[src/rtl/exc_entry_pkg.sv]
package exc_entry_pkg;
  typedef enum logic [1:0] {
    CAUSE_RET = 2'd0,
    CAUSE_NMI = 2'd1,
    CAUSE_IRQ = 2'd2,
    CAUSE_DEC = 2'd3
  } cause_e;
endpackage

[src/rtl/exc_nmi_capture.sv]
module exc_nmi_capture (
  input  logic clk_i,
  input  logic rst_ni,
  input  logic nmi_i,
  input  logic take_i,
  output logic pend_o
);
  logic nmi_q;
  logic rise;

  assign rise = nmi_i & ~nmi_q;

  always_ff @(posedge clk_i or negedge rst_ni) begin
    if (!rst_ni) begin
      nmi_q  <= 1'b0;
      pend_o <= 1'b0;
    end else begin
      nmi_q  <= nmi_i;
      // a fresh edge in the taking cycle stays pending
      pend_o <= (pend_o & ~take_i) | rise;
    end
  end

  assert_nmi_held_R3: assert property (@(posedge clk_i) disable iff (!rst_ni)
    (pend_o && !take_i) |=> pend_o);
endmodule

[src/rtl/exc_arbiter.sv]
module exc_arbiter
  import exc_entry_pkg::*;
(
  input  logic   clk_i,
  input  logic   rst_ni,
  input  logic   ee_i,
  input  logic   done_i,
  input  logic   rfi_i,
  input  logic   nmi_pend_i,
  input  logic   irq_i,
  input  logic   dec_i,
  output logic   take_o,
  output cause_e cause_o
);
  always_comb begin
    take_o  = 1'b0;
    cause_o = CAUSE_RET;
    if (done_i && !rfi_i) begin
      if (nmi_pend_i) begin
        take_o  = 1'b1;
        cause_o = CAUSE_NMI;
      end else if (ee_i && irq_i) begin
        take_o  = 1'b1;
        cause_o = CAUSE_IRQ;
      end else if (ee_i && dec_i) begin
        take_o  = 1'b1;
        cause_o = CAUSE_DEC;
      end
    end
  end

  assert_done_gate_R2: assert property (@(posedge clk_i) disable iff (!rst_ni)
    take_o |-> done_i);
  assert_irq_masked_R4: assert property (@(posedge clk_i) disable iff (!rst_ni)
    (!ee_i && !nmi_pend_i) |-> !take_o);
  assert_dec_masked_R5: assert property (@(posedge clk_i) disable iff (!rst_ni)
    (take_o && cause_o == CAUSE_DEC) |-> (ee_i && !irq_i && !nmi_pend_i));
  assert_nmi_first_R6: assert property (@(posedge clk_i) disable iff (!rst_ni)
    (done_i && !rfi_i && nmi_pend_i) |-> (take_o && cause_o == CAUSE_NMI));
endmodule

[src/rtl/exc_state.sv]
module exc_state #(
  parameter int unsigned AW = 32
) (
  input  logic          clk_i,
  input  logic          rst_ni,
  input  logic          take_i,
  input  logic          rfi_i,
  input  logic          ee_wr_i,
  input  logic          ee_din_i,
  input  logic [AW-1:0] next_pc_i,
  output logic          ee_o,
  output logic          sav_ee_o,
  output logic [AW-1:0] sav_pc_o
);
  always_ff @(posedge clk_i or negedge rst_ni) begin
    if (!rst_ni) begin
      ee_o     <= 1'b0;
      sav_ee_o <= 1'b0;
      sav_pc_o <= '0;
    end else if (rfi_i) begin
      ee_o <= sav_ee_o;
    end else if (take_i) begin
      sav_ee_o <= ee_o;
      ee_o     <= 1'b0;
      sav_pc_o <= next_pc_i;
    end else if (ee_wr_i) begin
      ee_o <= ee_din_i;
    end
  end

  assert_entry_save_R7: assert property (@(posedge clk_i) disable iff (!rst_ni)
    (take_i && !rfi_i) |=> (!ee_o && sav_ee_o == $past(ee_o) && sav_pc_o == $past(next_pc_i)));
  assert_return_restore_R8: assert property (@(posedge clk_i) disable iff (!rst_ni)
    rfi_i |=> (ee_o == $past(sav_ee_o) && $stable(sav_pc_o) && $stable(sav_ee_o)));
  assert_direct_write_R9: assert property (@(posedge clk_i) disable iff (!rst_ni)
    (ee_wr_i && !take_i && !rfi_i) |=> ee_o == $past(ee_din_i));
endmodule

[src/rtl/exc_entry_seq.sv]
module exc_entry_seq
  import exc_entry_pkg::*;
#(
  parameter int unsigned AW      = 32,
  parameter logic [AW-1:0] OFF_NMI = AW'('h100),
  parameter logic [AW-1:0] OFF_IRQ = AW'('h500),
  parameter logic [AW-1:0] OFF_DEC = AW'('h900)
) (
  input  logic          clk_i,
  input  logic          rst_ni,
  input  logic [AW-1:0] base_i,
  input  logic [AW-1:0] next_pc_i,
  input  logic          insn_done_i,
  input  logic          irq_i,
  input  logic          nmi_i,
  input  logic          dec_i,
  input  logic          rfi_i,
  input  logic          ee_wr_i,
  input  logic          ee_din_i,
  output logic          ee_o,
  output logic          sav_ee_o,
  output logic [AW-1:0] sav_pc_o,
  output logic          redirect_o,
  output logic [AW-1:0] redirect_pc_o,
  output logic [1:0]    cause_o
);
  logic   nmi_pend;
  logic   take;
  cause_e cause;
  logic [AW-1:0] off;

  exc_nmi_capture u_nmi (
    .clk_i  (clk_i),
    .rst_ni (rst_ni),
    .nmi_i  (nmi_i),
    .take_i (take && cause == CAUSE_NMI),
    .pend_o (nmi_pend)
  );

  exc_arbiter u_arb (
    .clk_i      (clk_i),
    .rst_ni     (rst_ni),
    .ee_i       (ee_o),
    .done_i     (insn_done_i),
    .rfi_i      (rfi_i),
    .nmi_pend_i (nmi_pend),
    .irq_i      (irq_i),
    .dec_i      (dec_i),
    .take_o     (take),
    .cause_o    (cause)
  );

  exc_state #(.AW(AW)) u_state (
    .clk_i     (clk_i),
    .rst_ni    (rst_ni),
    .take_i    (take),
    .rfi_i     (rfi_i),
    .ee_wr_i   (ee_wr_i),
    .ee_din_i  (ee_din_i),
    .next_pc_i (next_pc_i),
    .ee_o      (ee_o),
    .sav_ee_o  (sav_ee_o),
    .sav_pc_o  (sav_pc_o)
  );

  always_comb begin
    unique case (cause)
      CAUSE_NMI: off = OFF_NMI;
      CAUSE_IRQ: off = OFF_IRQ;
      CAUSE_DEC: off = OFF_DEC;
      default:   off = '0;
    endcase
  end

  always_ff @(posedge clk_i or negedge rst_ni) begin
    if (!rst_ni) begin
      redirect_o    <= 1'b0;
      redirect_pc_o <= '0;
      cause_o       <= CAUSE_RET;
    end else begin
      redirect_o <= take | rfi_i;
      if (rfi_i) begin
        redirect_pc_o <= sav_pc_o;
        cause_o       <= CAUSE_RET;
      end else if (take) begin
        redirect_pc_o <= base_i + off;
        cause_o       <= cause;
      end
    end
  end

  assert_nmi_target_R3: assert property (@(posedge clk_i) disable iff (!rst_ni)
    (take && cause == CAUSE_NMI && !rfi_i) |=> (redirect_pc_o == $past(base_i) + OFF_NMI));
  assert_ret_target_R8: assert property (@(posedge clk_i) disable iff (!rst_ni)
    rfi_i |=> (redirect_o && cause_o == CAUSE_RET && redirect_pc_o == $past(sav_pc_o)));
  assert_idle_quiet_R10: assert property (@(posedge clk_i) disable iff (!rst_ni)
    (!take && !rfi_i) |=> !redirect_o);
endmodule

[config.mk]
export PLATFORM = sky130hd
export DESIGN_NAME = exc_entry_seq
export DESIGN_NICKNAME = d
export VERILOG_FILES = /design/src/rtl/exc_entry_pkg.sv /design/src/rtl/exc_nmi_capture.sv /design/src/rtl/exc_arbiter.sv /design/src/rtl/exc_state.sv /design/src/rtl/exc_entry_seq.sv
export SDC_FILE = /design/constraint.sdc
export NUM_CORES = 1
export LEC_CHECK = 0
export CAP_MARGIN = 40
export CORE_ASPECT_RATIO = 0.5
export CORE_MARGIN = 2
export CORE_UTILIZATION = 35
export CTS_CLUSTER_SIZE = 40
export DETAILED_ROUTE_END_ITERATION = 10
export GPL_TIMING_DRIVEN = 0
export PLACE_DENSITY = 0.76
export SLEW_MARGIN = 0
export SYNTH_ARGS = -nofsm -noshare
export SYNTH_HDL_FRONTEND = slang
export SYNTH_SLANG_ARGS = --single-unit
export TNS_END_PERCENT = 50
[constraint.sdc]
create_clock -name clk_i -period 4.4 [get_ports clk_i]
set_clock_uncertainty 0.1 [all_clocks]
set_input_delay 0.88 -clock clk_i [delete_from_list [all_inputs] [get_ports clk_i]]
set_output_delay 0.88 -clock clk_i [all_outputs]
set_load 0.01 [all_outputs]
==> out/summary.txt <==
Clock sink count: 71
Detail-routed net length per standard cell: 15.8 um
Syn_nets: 421
Post-route clock period utilization: 78.9%
Mux contribution to synthesized area: 0.303%
Top cell family by delay on the critical path: simple AND/OR/NAND/NOR gates
Ordered cell list for the critical path: clkdlybuf4s50_1 > nor2b_1 > nand2_2 > inv_2 > buf_2 > ha_1 > ha_1 > nand3_1 > nand2_1 > nand4_1 > xor2_1 > o21ai_1
Leakage power of the design: 2.35 nW
Number of buffer cells added on primary ports: 140
Via count normalized by instance count: 4.96
Area share of the largest cell type after synthesis: 53.7%
Final net count: 573
Worst-case setup slack after placement: 0.538 ns
Simple-gate share of the synthesized area: 21.0%
Number of search-and-repair iterations in the first detailed-routing pass: 7
HPWL after detailed placement: 7.27 mm
Arr. time, crit path: 3.63 ns
Number of enable-type register cells in the synthesized netlist: 0
Cell area reported after detailed placement: 4880 um2
Number of H-tree levels: 3
Adder and majority gate portion of the synthesized area: 1.51%
Status: finished, final reports clean
Die boundary height: 72.7 um
Area of the die: 10300 um2
Mapped Cells: 344
Flip-flop and latch count after synthesis: 71
Via count: 3084
Power per Cell Area: 434 nW/um2
Worst flop-to-flop path startpoint: u_state.ee_o$_DFFE_PN0P_
GRT Total Usage: 19.5%
Slowest cell on crit path: clkdlybuf4s50_1
Xor and xnor fraction of the mapped netlist area: 5.83%
Proportion of power drawn by the clock network: 32.3%
Fmax achieved: 288 MHz
Routability congestion estimate: 0.823
Via count of the first global-routing pass: 3103
Library cell with the largest summed area after synthesis: dfrtp_1
Fraction of power spent switching nets: 28.6%
Number of buffers created by CTS: 9
Yosys warnings: 0
Slack of the critical path: 0.928 ns
I/O pin cnt: 142
Avg Synthesized Cell Area: 9.61 um2
Crit Path Category: input port to flip-flop
Quantity of hold-fixing buffers added after cts: 0
Share of cells above drive strength 1: 7.58%
Cell area after layout: 5180 um2
CP required: 4.55 ns
R2R cell count: 12
Cell occurring most often along the worst timing path: ha_1
Maximum fanout along the worst path: 10
Sequential share of power: 39.2%
Startpoint type of the worst setup path: input port
Initial antenna violation count: 0
Slew HR: 59.7%
Min cycle time layout: 3.47 ns
Setup repair after global routing missed its margin: no
Multi-input combinational cell area: 1390 um2
Clock transition time at the flip-flop clock pins of the worst setup and hold paths: 0.06 ns
Switching power: 0.000643 W
Number of fill cells in the layout: 829
Combinational power share: 28.5%
Number of max-slew violations in the final report: 0
First-pass GRT wire length: 15.4 mm
Post-synthesis instance area: 3310 um2
Most area-consuming cells after synthesis: dfrtp_1 54%, nand2_1 13%, xor2_1 4.8%
Gr ovfl total: 0
Slack of the worst reg-to-reg path: 1.64 ns
Worst vdd ir: 0.198 mV
Die Wd: 141 um
Main combinational cell family by area after synthesis: simple AND/OR/NAND/NOR gates
Share of the synthesized area in compound gates (AO/OA/AOI/OAI): 13.3%
Internal Pwr Total: 0.00160 W
Area Overhead vs Synth: 56.8%
Final Routed Wirelength: 9.83 mm
Number of cells after detailed placement: 606
Storage element area: 1780 um2
Flip-flop cell with the highest count after synthesis: dfrtp_1
Fraction of synthesis flops using an asynchronous set or reset pin: 100%
Maximum buffer depth of the clock tree: 2
Most common library cell in the layout ignoring fill and taps: clkdlybuf4s50_1
Delay contributed by the slowest stage of the critical path: 0.53 ns
Number of cell rows: 25
Post-synthesis cell type count: 39
Hold Vio Cnt, Final: 0
Final standard cell count with taps included and fillers excluded: 622
Cell chosen for the clock root: clkbuf_16
Std-Cell Core Area: 9320 um2
Post-route DRC: 0
Number of setup violations in the final report: 0
Tightest Hold Check Type: input port to async pin
Number of inserted diodes: 0
Maximum number of pins on one net before global-route repair: 56
Quantity of gates resized following cts: 0
CTS tree: done
Sequential share of the synthesized area: 53.7%
Number of design-rule violations left by the first detailed-router iteration: 263
Maximum capacitance violations: 0
WP buf/inv: 3
Remaining antenna violation count: 0
Most frequent cells in the layout: 139 x clkdlybuf4s50_1, 114 x nand2_1, 71 x dfrtp_1, 18 x xor2_1, 18 x a22oi_1
Number of post-CTS setup repair buffers: 0
RR Endpoint: redirect_pc_o[30]$_DFFE_PN0P_
Clock network latency to the later pin of the worst-skew pair: 0.34 ns
Starting Density: 35.5%
Category of the worst setup path capture point: flip-flop
Worst-margin pin slew: 0.605 ns
cells in the mapped netlist, types with 2 or more instances:
library cell and instances:
inv_1 13, dfrtp_1 71, a222oi_1 10, nand4_1 7
nor2_1 2, o21ai_1 7, and3_1 7, buf_2 8
nor2b_1 2, o21ai_0 12, o221ai_2 3, xnor2_1 4
nand2_1 114, buf_4 2, xor2_1 18, and2_1 2
a22oi_1 18, clkbuf_1 9, nand3_1 8, nand4_2 2
ha_1 4, a21oi_1 4
layout make-up:
cell class              count  share of cell area [%]
flip-flops and latches     71                    34.3
repair buffers            141                    27.5
clock inverters             6                    1.16
multi-input cells         240                    26.8
well taps                 121                    2.92
plain buffers              19                    1.71
clock buffers              10                    4.61
inverters                  14                    1.01
how the worst max path moves through the flow:
stage / start / endpoint / slack (ns) / cells after the start
after detailed placement: insn_done_i / redirect_pc_o[14]$_DFFE_PN0P_ / 0.54 / 12
after floorplan: dec_i / redirect_pc_o[26]$_DFFE_PN0P_ / 1.54 / 12
final: insn_done_i / redirect_pc_o[30]$_DFFE_PN0P_ / 0.93 / 12
after global routing: insn_done_i / redirect_pc_o[30]$_DFFE_PN0P_ / 0.62 / 12
after CTS: insn_done_i / redirect_pc_o[14]$_DFFE_PN0P_ / 0.89 / 12
after global placement: rst_ni / redirect_o$_DFF_PN0_ / -0.09 / 1
flip-flops by register name, summed over array words and instances, names as in the netlist:
register	count
u_state.ee_o	1
u_state.sav_ee_o	1
u_state.sav_pc_o	32
u_nmi.pend_o	1
cause_o	2
u_nmi.nmi_q	1
redirect_pc_o	32
redirect_o	1
per-stage QoR:
step | hold WS [ns] | util, % | total power, W | setup TNS [ns]
floorplan | 0.309 | - | 0.00112 | 0
global placement | 0.316 | 52.1 | 0.00151 | -5.74
detailed placement | 0.326 | 52.4 | 0.00153 | 0
global route | 0.312 | 55.6 | 0.00236 | 0
CTS | 0.307 | 55.6 | 0.00227 | 0
finish | 0.310 | 55.6 | 0.00225 | 0
cells by family (layout without fill, tap and decap cells):
logic type,Yosys count,count (layout)
AO/OA/AOI/OAI,60,60
XOR/XNOR,22,22
adder cells (fa/ha/maj),4,4
buffers and inverters,33,190
flip-flops,71,71
multiplexers,1,1
AND/OR/NAND/NOR,153,153
layer usage:
metal / wire (um) / share of wire (%) / track usage (%)
met1: 4230 / 43 / 24.1
met2: 4940 / 50 / 33.6
met3: 456 / 4.6 / 5.45
met4: 202 / 2.1 / 6.56
met5: 0 / 0 / 0
power groups by stage:
stage	sequential [W]	clock [W]	combinational, W
6_report	0.000881	0.000726	0.000640
5_1_grt	0.000897	0.000771	0.000694
4_1_cts	0.000880	0.000739	0.000648
3_5_place_dp	0.000889	0	0.000644
3_3_place_gp	0.000886	0	0.000628
2_1_floorplan	0.000939	0	0.000176
Note: power is estimated with default switching activity, not from simulation.
